==> src/rtl/rxq_pkg.sv <==
package rxq_pkg;
  parameter int CHAR_W = 8;

  typedef struct packed {
    logic              brk;
    logic              fe;
    logic              pe;
    logic [CHAR_W-1:0] data;
  } rx_char_t;

  // occupancy after one cycle, given a write and a read
  function automatic int unsigned next_level(int unsigned lvl, logic wr, logic rd);
    return lvl + (wr ? 1 : 0) - (rd ? 1 : 0);
  endfunction

  // ring pointer advance that also handles depths that are not powers of two
  function automatic int unsigned ring_next(int unsigned ptr, int unsigned depth);
    return (ptr == depth - 1) ? 0 : ptr + 1;
  endfunction
endpackage

==> src/rtl/rxq_store.sv <==
module rxq_store
  import rxq_pkg::*;
#(
  parameter int DEPTH = 16,
  localparam int PW = (DEPTH > 1) ? $clog2(DEPTH) : 1,
  localparam int CW = $clog2(DEPTH + 1)
) (
  input  logic          clk,
  input  logic          rst_n,
  input  logic          clr,
  input  logic          wr_en,
  input  rx_char_t      wr_char,
  input  logic          rd_en,
  output rx_char_t      head,
  output logic [CW-1:0] level
);
  rx_char_t      mem [DEPTH];
  logic [PW-1:0] wr_ptr, rd_ptr;

  always_ff @(posedge clk or negedge rst_n) begin
    if (!rst_n) begin
      wr_ptr <= '0;
      rd_ptr <= '0;
      level  <= '0;
    end else if (clr) begin
      wr_ptr <= '0;
      rd_ptr <= '0;
      level  <= '0;
    end else begin
      if (wr_en) wr_ptr <= PW'(ring_next(int'(wr_ptr), DEPTH));
      if (rd_en) rd_ptr <= PW'(ring_next(int'(rd_ptr), DEPTH));
      level <= CW'(next_level(int'(level), wr_en, rd_en));
    end
  end

  always_ff @(posedge clk) begin
    if (wr_en && !clr) mem[wr_ptr] <= wr_char;
  end

  assign head = mem[rd_ptr];
endmodule

==> src/rtl/rxq_hold.sv <==
module rxq_hold
  import rxq_pkg::*;
(
  input  logic     clk,
  input  logic     rst_n,
  input  logic     clr,
  input  logic     load,
  input  rx_char_t in_char,
  input  logic     take,
  output logic     valid,
  output rx_char_t out_char
);
  always_ff @(posedge clk or negedge rst_n) begin
    if (!rst_n) begin
      valid    <= 1'b0;
      out_char <= '0;
    end else if (clr) begin
      valid <= 1'b0;
    end else if (load) begin
      valid    <= 1'b1;
      out_char <= in_char;
    end else if (take) begin
      valid <= 1'b0;
    end
  end
endmodule

==> src/rtl/rxq_ctrl.sv <==
module rxq_ctrl #(
  parameter int DEPTH = 16,
  localparam int CW = $clog2(DEPTH + 1)
) (
  input  logic          clk,
  input  logic          rst_n,
  input  logic          push,
  input  logic          pop,
  input  logic          clr,
  input  logic          err_clr,
  input  logic          hold_v,
  input  logic [CW-1:0] level,
  output logic          rd_en,
  output logic          wr_en,
  output logic          wr_from_hold,
  output logic          hold_load,
  output logic          hold_take,
  output logic          ovr_event,
  output logic          is_full,
  output logic          is_empty,
  output logic          overrun
);
  assign is_full  = (level == CW'(DEPTH));
  assign is_empty = (level == '0);

  always_comb begin
    rd_en        = pop && !is_empty && !clr;
    wr_en        = 1'b0;
    wr_from_hold = 1'b0;
    hold_load    = 1'b0;
    hold_take    = 1'b0;
    ovr_event    = 1'b0;
    if (!clr) begin
      if (hold_v) begin
        wr_en        = rd_en;
        wr_from_hold = 1'b1;
        hold_take    = rd_en;
        hold_load    = push;
        ovr_event    = push && !rd_en;
      end else begin
        wr_en     = push && (!is_full || rd_en);
        hold_load = push && is_full && !rd_en;
      end
    end
  end

  always_ff @(posedge clk or negedge rst_n) begin
    if (!rst_n)         overrun <= 1'b0;
    else if (ovr_event) overrun <= 1'b1;
    else if (err_clr)   overrun <= 1'b0;
  end
endmodule

==> src/rtl/rx_char_fifo.sv <==
module rx_char_fifo
  import rxq_pkg::*;
#(
  parameter int DEPTH = 16,
  localparam int CW = $clog2(DEPTH + 1)
) (
  input  logic              clk,
  input  logic              rst_n,
  input  logic              push_i,
  input  logic [CHAR_W-1:0] push_data_i,
  input  logic              push_brk_i,
  input  logic              push_fe_i,
  input  logic              push_pe_i,
  input  logic              pop_i,
  input  logic              rst_err_i,
  input  logic              rst_rx_i,
  output logic [CHAR_W-1:0] pop_data_o,
  output logic              pop_brk_o,
  output logic              pop_fe_o,
  output logic              pop_pe_o,
  output logic              rx_rdy_o,
  output logic              rx_full_o,
  output logic              overrun_o
);
  rx_char_t      in_char, hold_char, wr_char, head;
  logic [CW-1:0] level;
  logic          rd_en, wr_en, wr_from_hold, hold_load, hold_take;
  logic          ovr_event, is_full, is_empty, hold_v;

  assign in_char = '{brk: push_brk_i, fe: push_fe_i, pe: push_pe_i, data: push_data_i};
  assign wr_char = wr_from_hold ? hold_char : in_char;

  rxq_ctrl #(.DEPTH(DEPTH)) u_ctrl (
    .clk(clk), .rst_n(rst_n), .push(push_i), .pop(pop_i), .clr(rst_rx_i),
    .err_clr(rst_err_i), .hold_v(hold_v), .level(level), .rd_en(rd_en),
    .wr_en(wr_en), .wr_from_hold(wr_from_hold), .hold_load(hold_load),
    .hold_take(hold_take), .ovr_event(ovr_event), .is_full(is_full),
    .is_empty(is_empty), .overrun(overrun_o)
  );

  rxq_hold u_hold (
    .clk(clk), .rst_n(rst_n), .clr(rst_rx_i), .load(hold_load),
    .in_char(in_char), .take(hold_take), .valid(hold_v), .out_char(hold_char)
  );

  rxq_store #(.DEPTH(DEPTH)) u_store (
    .clk(clk), .rst_n(rst_n), .clr(rst_rx_i), .wr_en(wr_en),
    .wr_char(wr_char), .rd_en(rd_en), .head(head), .level(level)
  );

  assign pop_data_o = head.data;
  assign pop_brk_o  = head.brk;
  assign pop_fe_o   = head.fe;
  assign pop_pe_o   = head.pe;
  assign rx_rdy_o   = !is_empty;
  assign rx_full_o  = is_full;
endmodule

==> config.mk <==
export PLATFORM = sky130hd
export DESIGN_NAME = rx_char_fifo
export DESIGN_NICKNAME = d
export VERILOG_FILES = /design/src/rtl/rxq_pkg.sv /design/src/rtl/rxq_store.sv /design/src/rtl/rxq_hold.sv /design/src/rtl/rxq_ctrl.sv /design/src/rtl/rx_char_fifo.sv
export SDC_FILE = /design/constraint.sdc
export NUM_CORES = 1
export LEC_CHECK = 0
export BUFFER_PORTS_ARGS = -buffer_cell sky130_fd_sc_hd__clkbuf_2
export CORE_ASPECT_RATIO = 1.2
export CORE_MARGIN = 8
export CORE_UTILIZATION = 45
export CTS_CLUSTER_DIAMETER = 80
export DETAILED_ROUTE_END_ITERATION = 7
export SYNTH_ARGS = -nofsm -noshare
export SYNTH_HDL_FRONTEND = slang
export SYNTH_SLANG_ARGS = --single-unit
==> constraint.sdc <==
create_clock -name clk -period 8.4 [get_ports clk]
set_input_delay 1.68 -clock clk [delete_from_list [all_inputs] [get_ports clk]]
set_output_delay 1.68 -clock clk [all_outputs]
set_load 0.005 [all_outputs]
Word level (Yosys, flattened, before mapping)
Memory sizes are Yosys's and may differ from the RTL's. Cells that the tools add are included. Widths: inputs -> output; s select.

Register bits: 26. RAM bits: 176. Input bits: 17. Output and inout bits: 14. Logic and storage cells: 63. Memories: 1.

Memories: u_store.mem (depth 16, bits a word 11, rd ports 1, clocked after memory_dff 0, wr ports 1, RTL line rxq_store.sv:17) `rx_char_t mem [DEPTH];`.

$add $sub $neg: 4. Eq/ne operators: 3. Multiplexer cells: 27. Bitwise operators: 1. Reductions and logical operators: 18.

Operators by type and width (count): $mux 4 (6); $mux 1 (19); $mux 11 (1); $add 4x1->4 const B (2); $eq 4x4->1 const B (2); $logic_and 1x1->1 (7); $reduce_bool 2->1 (3); $add 5x5->5 (1); $eq 5x5->1 const B (1); $logic_not 5->1 (1); $mux 5 (1); $sub 5x5->5 (1); $logic_not 1->1 (4); $reduce_bool 3->1 (1); $reduce_and 2->1 (1); $logic_or 1x1->1 (1); $not 1->1 (1).

Longest topological paths before layout
Gate-level depths: netlist of the first run.

Depth after elaboration: 12. Mapped depth: 15. Gate-level depth less buffers: 14.

Hierarchy
From an unflattened synthesis of the first run, not the netlist that was laid out.

Cells, all modules: 486. Area, all modules: 8453.1 µm².

Modules (own cells, without submodules): rxq_store (times used 1, cells each 425, area an instance 7612.3 µm², seq. area each 5610.4 µm²); rxq_hold (times used 1, cells each 28, area an instance 510.5 µm², seq. area each 300.3 µm²); rx_char_fifo (times used 1, cells each 13, area an instance 176.4 µm², seq. area each 0.0 µm²); rxq_ctrl (times used 1, cells each 20, area an instance 153.9 µm², seq. area each 25.0 µm²).

Worst setup path before layout of the first run
OpenSTA, ideal clock, no wires.

Path kind: input to register. Start: input port pop_i. End: memory u_store.mem[0][0] (netlist name), enable pin. Setup time: 0.408 ns. Arrival time: 3.263 ns. Required time: 7.992 ns. Setup slack: 4.729 ns. Stages: 4. Buffers on the path: 0. Cells stage by stage: inv_1 > o21a_1 > nor3_2 > nor4bb_1.

Cells in the longest elaborated chain, start to end: 9.

RTL lines: start: declaration (RTL line rx_char_fifo.sv:14) `input logic pop_i,`; $logic_and 1x1->1 * (2 in a row) (RTL line rxq_ctrl.sv:27) `rd_en = pop && !is_empty && !clr;`; $logic_or 1x1->1 (RTL line rxq_ctrl.sv:41) `wr_en = push && (!is_full || rd_en);`; $logic_and 1x1->1 (RTL line rxq_ctrl.sv:41); $mux 1 * (RTL line rxq_ctrl.sv:34) `if (hold_v) begin`; $mux 1 * (RTL line rxq_ctrl.sv:33) `if (!clr) begin`; $logic_and 1x1->1 * (RTL line rxq_store.sv:37) `if (wr_en && !clr) mem[wr_ptr] <= wr_char;`; $mux 1 * (RTL line rxq_store.sv:37); $mux 1 (not written as such) * (RTL line rxq_store.sv:37); end: declaration (RTL line rxq_store.sv:17).

Mark *: on every way between the ends. The rest lies on a longest branch, timed or not.

Final worst setup path of the first run
Start: register u_store.rd_ptr[0]. End: output port pop_fe_o.

Cells in the longest elaborated chain, start to end: 1.

RTL lines: start: declaration (RTL line rxq_store.sv:18) `logic [PW-1:0] wr_ptr, rd_ptr;`; start signal: assignment (RTL line rxq_store.sv:31) `if (rd_en) rd_ptr <= PW'(ring_next(int'(rd_ptr), DEPTH));`; $mem_v2 16x11; end: declaration (RTL line rx_char_fifo.sv:19) `output logic pop_fe_o,`.

Every way passes these cells.

==> results.json, run 1 <==
{
  "status": "completed",
  "synthFlopType": "edfxtp_1",
  "diodes": 0,
  "hold_violations": 0,
  "design.die.area_um2": 23300,
  "grt_max_degree": 42,
  "synth_xor_area_share_pct": 0.313,
  "initial_core_util_pct": 46.0,
  "cts_tree": "built",
  "synth_top_family_by_area": "multiplexers",
  "drcViolationCount": 0,
  "fp.dieW_um": 141,
  "clock_path_buffers": 3,
  "drive_above_1_share_pct": 20.0,
  "slew_headroom_pct": 39.4,
  "final_max_slew_viol_count": 0,
  "synth_common_cells": "176 x edfxtp_1, 48 x nand2_1, 45 x mux2i_1",
  "cp-end-kind": "output pin",
  "setup_violations": 0,
  "firstDrtPassIters": 5,
  "grt_pass1_wl_mm": 26.5,
  "vdd_drop_max_v": 0.000183,
  "antenna_found_initial": 0,
  "hold_buffers": 0,
  "root_buffer": "clkbuf_16",
  "grt_pass1_vias": 4536,
  "crit_path_start_kind": "register",
  "postRouteAntennaNets": 0,
  "max_freq_ghz": 0.208,
  "finClkSkew_ns": 0.0165,
  "first_iter_violations": 308,
  "postSynthCellCount": 500,
  "grtUsageTotal_pct": 14.7,
  "path_max_fanout": 41,
  "fillCellCount": 1511,
  "syn_avg_cell_area_um2": 16.8,
  "avgViaCountPerCell": 5.66,
  "maxCapViolCount": 0,
  "core-area_um2": 18200,
  "post_cts_resized": 0,
  "yosys.area_share.simple_pct": 5.91,
  "clk_latency_ns": 0.49,
  "ys_seq_area_share_pct": 70.8,
  "synth_edf_count": 176,
  "yosysMostFrequentCell": "edfxtp_1",
  "synth_top_area_share_pct": 63.0,
  "clkTransAtPathRegs_ns": 0.07,
  "routed_wl_mm": 16.7,
  "post_cts_buffers": 0,
  "holdWs_ns": 0.509,
  "powerDensity_nw_per_um2": 266,
  "die-height_um": 166,
  "syn-num-nets": 529,
  "fin_setup_tns_ns": 0,
  "dpl.hpwl_mm": 11.0,
  "io_buffers": 30,
  "place.gp.congestion": 0.778,
  "yosysTopAreaCell": "edfxtp_1",
  "post-route-period-util_pct": 57.2,
  "async_flop_share_pct": 12.9,
  "clock-sinks": 202,
  "ios": 31,
  "wl_per_cell_um": 21.7,
  "yosysWarnings": 0,
  "worstPathRequired_ns": 6.72,
  "critPathArrivalTime_ns": 3.12,
  "regArea_um2": 5940,
  "grt_setup_unrepaired": "no",
  "vias": 4356,
  "synth-compound-area-share_pct": 5.97,
  "ys_top_cells_by_area": "edfxtp_1 63%, dfrtp_1 7.8%, mux4_2 5.9%, mux2i_1 5.4%, a221oi_1 2.3%",
  "num_rows": 54,
  "htree_levels": 1,
  "muxShareOfSynthArea_pct": 12.9,
  "ys_seq_elements": 202,
  "worst_pin_slew_ns": 0.905,
  "syn_area_um2": 8390,
  "nets": 561,
  "hp-class": "register to register",
  "synthToLayoutAreaGrowth_pct": 11.6,
  "grt_overflow": 0,
  "synth_adder_area_share_pct": 1.88,
  "multiInputGateArea_um2": 2280,
  "synth.distinct_cells": 50,
  "p_leak_nw": 3.26,
  "path_class": "register to output pin",
  "post-route-min-period_ns": 4.80,
  "cts_buffers": 20
}
worst max-delay path: stages, from the launching register on:
cell	delay (ns)
dfrtp_4	0.77
buf_4	0.69
mux2i_1	0.15
a221oi_1	0.55
o21ai_0	0.14
nand2_1	0.16
clkbuf_2	0.15
power by group:
group	internal, mW	switching (mW)	leakage (nW)
Sequential	1.16	0.0524	1.92
Combinational	0.217	0.232	1.04
Clock	0.460	0.367	0.296
Total	1.84	0.651	3.26
metrics by stage:
step / setup WS (ns) / util, % / area, um2 / total power [mW] / cells
final: 3.60 / 51.3 / 9360 / 2.49 / 770
after global routing: 3.41 / 51.3 / 9360 / 2.61 / 770
after CTS: 3.54 / 51.3 / 9360 / 2.52 / 770
after detailed placement: 4.07 / 48.0 / 8750 / 1.69 / 734
after global placement: 3.80 / 47.9 / 8740 / 1.68 / 733
after floorplan: 4.73 / - / 8390 / 1.57 / 500
sequential cells by signal, indices dropped and copies added (netlist names):
signal and flops:
u_ctrl.overrun 1, u_hold.out_char 11, u_hold.valid 1, u_store.level 5, u_store.mem 176, u_store.rd_ptr 4
u_store.wr_ptr 4
final timing paths:
| path | startpoint | end | slack (ns) | cells after the start |
|---|---|---|---|---|
| min in group asynchronous | rst_n | u_store.rd_ptr[0]$_DFFE_PN0P_ | 1.23 | 1 |
| worst min register to register | u_hold.out_char[4]$_DFFE_PN0P_ | u_hold.out_char[4]$_DFFE_PN0P_ | 0.51 | 1 |
| worst max register to register | u_store.level[3]$_DFF_PN0_ | u_store.level[4]$_DFF_PN0_ | 5.22 | 14 |
| worst min-delay path | u_hold.out_char[4]$_DFFE_PN0P_ | u_hold.out_char[4]$_DFFE_PN0P_ | 0.51 | 1 |
| max in group asynchronous | rst_n | u_store.rd_ptr[0]$_DFFE_PN0P_ | 6.64 | 1 |
| worst max-delay path | u_store.rd_ptr[0]$_DFFE_PN0P_ | pop_fe_o | 3.60 | 6 |
kinds of logic (layout without fill, tap and decap cells):
group | after synthesis | after routing
flops | 202 | 202
simple gates | 97 | 97
mux | 79 | 79
compound gates | 67 | 67
buf+inv | 40 | 86
fa+ha+maj | 12 | 12
xor+xnor | 3 | 3
layout by cell type (no fill, tap or decap), drive strengths merged, types with 2 or more instances in the layout:
cell type    n
a21o         3
a21oi        7
a221oi      22
a22oi       11
a311oi       2
and2         3
and3        12
and4         2
buf          6
clkbuf      53
clkinv       9
clkinvlp     2
dfrtp       26
edfxtp     176
ha          11
inv         16
mux2        12
mux2i       45
mux4        22
nand2       48
nand3        6
nor2         8
nor2b        6
nor3         3
nor3b        2
nor4bb       2
o21ai       13
o31ai        2
xor2         2
area by class of cell:
class | count | area share (%)
clock buffers | 23 | 5.69
clock inverters | 13 | 0.829
inverters | 14 | 0.561
multi-input cells | 258 | 24.3
flip-flops and latches | 202 | 63.4
well taps | 224 | 2.99
repair buffers | 36 | 2.16
routing by layer:
metal / share of wire (%) / global-route usage, % / routed length, um / up-vias
met4: 2.0 / 4.65 / 331 / 0
li1: - / - / - / 2030
met1: 46 / 19.5 / 7650 / 2202
met3: 4.2 / 2.24 / 697 / 26
met5: 0 / 0 / 0 / -
met2: 48 / 24.7 / 8040 / 98
No activity file was read; power rests on OpenSTA's default activity.
==> inputs of run 2 (changes only) <==
==> constraint.sdc (replaced) <==
create_clock -name clk -period 4.76 [get_ports clk]
set_input_delay 0.952 -clock clk [delete_from_list [all_inputs] [get_ports clk]]
set_output_delay 0.952 -clock clk [all_outputs]
set_load 0.005 [all_outputs]
==> run 2 against run 1 <==
  * Global-route usage up 0.96 points
  * Die area stayed put
  * Cell area rose by 0.65%
==> results.json, run 2 (synthesis results as in run 1) <==
{
  "avgViaCountPerCell": 5.76,
  "fin_util_pct": 51.7,
  "design.die.area_um2": 23300,
  "clk_latency_ns": 0.49,
  "grtUsageTotal_pct": 15.7,
  "cp_slowest_stage_delay_ns": 0.75,
  "powerDensity_nw_per_um2": 476,
  "final_area_um2": 9420,
  "mostFrequentLayoutCells": "176 x edfxtp_1, 48 x nand2_1, 45 x mux2i_1",
  "post-route-min-period_ns": 3.68,
  "hp-class": "primary input to async pin",
  "grt_pass1_vias": 4731,
  "largest_register": "u_store.mem",
  "status": "completed",
  "ios": 31,
  "hold_violations": 0,
  "vias": 4443,
  "grt_max_degree": 40,
  "cp_slowest_cell": "and2_0",
  "clock-sinks": 202,
  "first_iter_violations": 433,
  "grt_overflow": 0,
  "core-area_um2": 18200,
  "largest_reg_flops": 176,
  "finClkSkew_ns": 0.00919,
  "dpl_cell_area_um2": 8770,
  "worst_pin_slew_ns": 0.918,
  "path_class": "register to output pin",
  "drive_above_1_share_pct": 20.4,
  "clkTransAtPathRegs_ns": 0.06,
  "setup_violations": 0,
  "vdd_drop_max_v": 0.000249,
  "num_rows": 54,
  "post_cts_buffers": 0,
  "routed_wl_mm": 17.7,
  "post-route-period-util_pct": 77.3,
  "path_max_fanout": 16,
  "p_leak_nw": 3.30,
  "max_freq_ghz": 0.272,
  "hold_buffers": 0,
  "final_max_slew_viol_count": 0,
  "place.gp.congestion": 0.843,
  "diodes": 0,
  "fin_setup_tns_ns": 0,
  "wl_per_cell_um": 22.9,
  "postRouteAntennaNets": 0,
  "grt_pass1_wl_mm": 27.7,
  "dpl.hpwl_mm": 11.0,
  "crit_path_start_kind": "register",
  "cp-end-kind": "output pin",
  "initial_core_util_pct": 46.0,
  "critPathArrivalTime_ns": 2.73,
  "nets": 563,
  "slew_headroom_pct": 38.5,
  "worst_slack_ns": 1.08,
  "cts_buffers": 20,
  "maxCapViolCount": 0,
  "cp_top_family": "simple AND/OR/NAND/NOR gates",
  "firstDrtPassIters": 4,
  "cts_tree": "built",
  "fp.dieW_um": 141,
  "crit_path_cell_trace": "buf_4 > and2_0 > buf_4 > a221oi_1 > a22oi_1 > nand2_1 > clkbuf_2",
  "synthToLayoutAreaGrowth_pct": 12.4,
  "clock_path_buffers": 3,
  "grt_setup_unrepaired": "no",
  "htree_levels": 1,
  "cp_common_cell": "buf_4",
  "antenna_found_initial": 0,
  "die-height_um": 166,
  "power_mw": 4.49,
  "post-place-ws_ns": 1.44,
  "worstPathRequired_ns": 3.81,
  "drcViolationCount": 0,
  "io_buffers": 30,
  "largestRegisters": "u_store.mem: 176 flops, u_hold.out_char: 11 flops, u_store.level: 5 flops",
  "layout_commonest_cell": "edfxtp_1",
  "critPathBufInv": 3,
  "post_cts_resized": 0,
  "root_buffer": "clkbuf_16"
}
## run 2: cell count changes in the layout (fill, tap and decap cells not counted), sizes merged
| cell | previous run | this run |
|---|---|---|
| bufinv | 0 | 1 |
| clkinvlp | 2 | 0 |
| inv | 16 | 14 |
| buf | 6 | 8 |
| clkinv | 9 | 7 |
| clkbuf | 53 | 58 |
## run 2: power breakdown
group / internal (mW) / total [mW] / switching, mW
clock: 0.910 / 1.54 / 0.626
combinational: 0.391 / 0.794 / 0.403
sequential: 2.05 / 2.16 / 0.108
total: 3.35 / 4.49 / 1.14
## run 2: cell type report
cell class	count	area, um2
tap	224	280
clock buffer	28	582
fill	1494	8820
sequential	202	5940
timing repair buffer	38	223
clock inverter	8	70.1
multi-input combinational	258	2280
inverter	14	52.6
## run 2: metal layers
layer	GRT usage, %	wire length [um]
met5	0	0
met4	5.68	438
met3	2.01	755
met2	26.6	8770
met1	20.4	7710
## run 2: final timing paths
kind / cells past startpoint / startpoint / endpoint / slack, ns
max in group asynchronous: 1 / rst_n / u_store.rd_ptr[0]$_DFFE_PN0P_ / 3.77
hold / removal: 1 / rst_n / u_hold.out_char[3]$_DFFE_PN0P_ / 0.49
min in group clk: 1 / u_hold.out_char[2]$_DFFE_PN0P_ / u_hold.out_char[2]$_DFFE_PN0P_ / 0.51
setup reg to reg: 14 / u_store.level[3]$_DFF_PN0_ / u_store.level[4]$_DFF_PN0_ / 1.60
hold reg to reg: 1 / u_hold.out_char[2]$_DFFE_PN0P_ / u_hold.out_char[2]$_DFFE_PN0P_ / 0.51
setup / recovery: 7 / u_store.rd_ptr[2]$_DFFE_PN0P_ / pop_data_o[7] / 1.08
## run 2: through the flow
stage,std cells,hold WS [ns]
4_1_cts,772,0.505
3_5_place_dp,736,0.497
5_1_grt,772,0.530
6_report,772,0.487
3_3_place_gp,736,0.489
2_1_floorplan,500,0.481
==> inputs of run 3 (changes only) <==
==> constraint.sdc (replaced) <==
create_clock -name clk -period 3 [get_ports clk]
set_input_delay 0.6 -clock clk [delete_from_list [all_inputs] [get_ports clk]]
set_output_delay 0.6 -clock clk [all_outputs]
set_load 0.005 [all_outputs]
==> run 3 against run 2 <==
  * Die area is the same
  * Cell area is 2.1% higher
  * Sequential share of layout area down 1.3 points
  * Highest routed layer unchanged
  * Clock power up 59%
  * Largest cell class unchanged
  * Count of clock-buffer cells in the layout down 1
  * Largest power group unchanged
  * Sequential power up 56%
  * Flip-flop and latch count did not move
==> results.json, run 3 (synthesis results as in run 1) <==
{
  "worst_slack_ns": 0.0719,
  "core-area_um2": 18200,
  "hold_buffers": 0,
  "routed_wl_mm": 16.9,
  "p_seq_share_pct": 46.0,
  "drcViolationCount": 0,
  "clkTransAtPathRegs_ns": 0.06,
  "root_buffer": "clkbuf_16",
  "grtUsageTotal_pct": 15.0,
  "wl_per_cell_um": 21.5,
  "ios": 31,
  "synthToLayoutAreaGrowth_pct": 14.8,
  "path_max_fanout": 27,
  "vias": 4496,
  "grt_setup_unrepaired": "yes",
  "layout_commonest_cell": "edfxtp_1",
  "critPathArrivalTime_ns": 2.33,
  "slew_headroom_pct": 45.2,
  "cp-end-kind": "output pin",
  "postRouteAntennaNets": 0,
  "drive_above_1_share_pct": 23.9,
  "cts_buffers": 21,
  "powerDensity_nw_per_um2": 761,
  "post-route-min-period_ns": 2.93,
  "die-height_um": 166,
  "finClkSkew_ns": 0.00618,
  "diodes": 0,
  "max_freq_ghz": 0.342,
  "firstDrtPassIters": 4,
  "p_int_mw": 5.45,
  "vdd_drop_max_v": 0.000551,
  "grt_overflow": 0,
  "p_sw_mw": 1.88,
  "grt_pass1_vias": 4777,
  "dpl.hpwl_mm": 11.3,
  "clock-sinks": 202,
  "status": "completed",
  "htree_levels": 1,
  "path_class": "register to output pin",
  "power_frac_clock_pct": 33.5,
  "largestRegisters": "u_store.mem: 176 flops, u_hold.out_char: 11 flops, u_store.level: 5 flops",
  "crit_path_start_kind": "register",
  "worst_pin_slew_ns": 0.820,
  "swShare_pct": 25.6,
  "grt_pass1_wl_mm": 27.1,
  "antenna_found_initial": 0,
  "p_leak_nw": 3.40,
  "grt_max_degree": 28,
  "post-route-period-util_pct": 97.6,
  "r2r_cells": 14,
  "post-place-ws_ns": -0.0695,
  "power_mw": 7.32,
  "hold_violations": 0,
  "num_rows": 54,
  "place.gp.congestion": 0.782,
  "largest_reg_flops": 176,
  "clk_latency_ns": 0.49,
  "avgViaCountPerCell": 5.71,
  "clock_path_buffers": 3,
  "hp-class": "primary input to async pin",
  "mostFrequentLayoutCells": "176 x edfxtp_1, 48 x nand2_1, 45 x mux2i_1",
  "nets": 578,
  "first_iter_violations": 283,
  "maxCapViolCount": 0,
  "io_buffers": 30,
  "power_frac_comb_pct": 20.5,
  "fp.dieW_um": 141,
  "setup_violations": 0,
  "largest_register": "u_store.mem",
  "design.die.area_um2": 23300,
  "final_max_slew_viol_count": 0,
  "initial_core_util_pct": 46.0,
  "cts_tree": "built",
  "worstPathRequired_ns": 2.40
}
run 3: cell types whose count changed in the layout (fill, tap and decap cells not counted), sizes merged:
| cell | before | now |
|---|---|---|
| clkinv | 7 | 8 |
| inv | 14 | 15 |
| buf | 8 | 22 |
| clkbuf | 58 | 57 |
| bufinv | 1 | 2 |
run 3: metrics by stage:
stage	cells	util (%)	cell area (um2)	hold WS (ns)	TNS (ns)
after CTS	782	52.2	9530	0.149	-0.0272
after global placement	743	48.4	8840	0.491	0
after detailed placement	743	48.4	8840	0.496	-0.0695
after global routing	788	52.8	9630	0.208	-0.0694
final	788	52.8	9630	0.139	0
after floorplan	500	-	8390	0.304	0
run 3: repair_timing:
item,CTS,global route
resized for setup,6,11
setup endpoints to repair,12,11
pin swaps,0,2
buffers inserted,1,6
run 3: power groups by stage:
stage               clock (mW)  combinational [mW]  sequential (mW)
floorplan                    0                1.02             3.37
global placement             0                1.34             3.45
detailed placement           0                1.39             3.46
CTS                       2.51                1.44             3.38
global route              2.60                1.65             3.39
finish                    2.45                1.50             3.37
run 3: worst paths after layout:
check / from / to / slack [ns]
worst max-delay path: u_store.rd_ptr[1]$_DFFE_PN0P_ / pop_pe_o / 0.07
worst min-delay path: rst_n / u_hold.out_char[5]$_DFFE_PN0P_ / 0.14
worst max register to register: u_store.level[3]$_DFF_PN0_ / u_store.level[4]$_DFF_PN0_ / 0.25
worst min register to register: u_hold.out_char[1]$_DFFE_PN0P_ / u_hold.out_char[1]$_DFFE_PN0P_ / 0.50
max in group asynchronous: rst_n / u_store.rd_ptr[0]$_DFFE_PN0P_ / 2.36
min in group clk: rst_err_i / u_ctrl.overrun$_DFFE_PN0P_ / 0.31
run 3: area by class of cell:
type                       count  area, um2
clock buffer                  27        548
fill                        1474       8620
multi-input combinational    258       2350
tap                          224        280
clock inverter                11        101
inverter                      14       52.6
sequential                   202       5940
timing repair buffer          52        352
run 3: worst max-delay path, stage by stage, from the launching register on:
cell and delay, ns:
dfrtp_1 0.42, buf_6 0.21, and2_0 0.19, buf_6 0.19, a221oi_1 0.43, a22oi_1 0.16
nand2_1 0.11, clkbuf_2 0.12
run 3: routing by layer:
metal | vias up | part of all wire (%) | track usage, %
li1 | 2068 | - | -
met1 | 2286 | 42 | 18.9
met2 | 109 | 52 | 26.5
met3 | 33 | 4.1 | 2.10
met4 | 0 | 2.3 | 4.70
met5 | - | 0 | 0
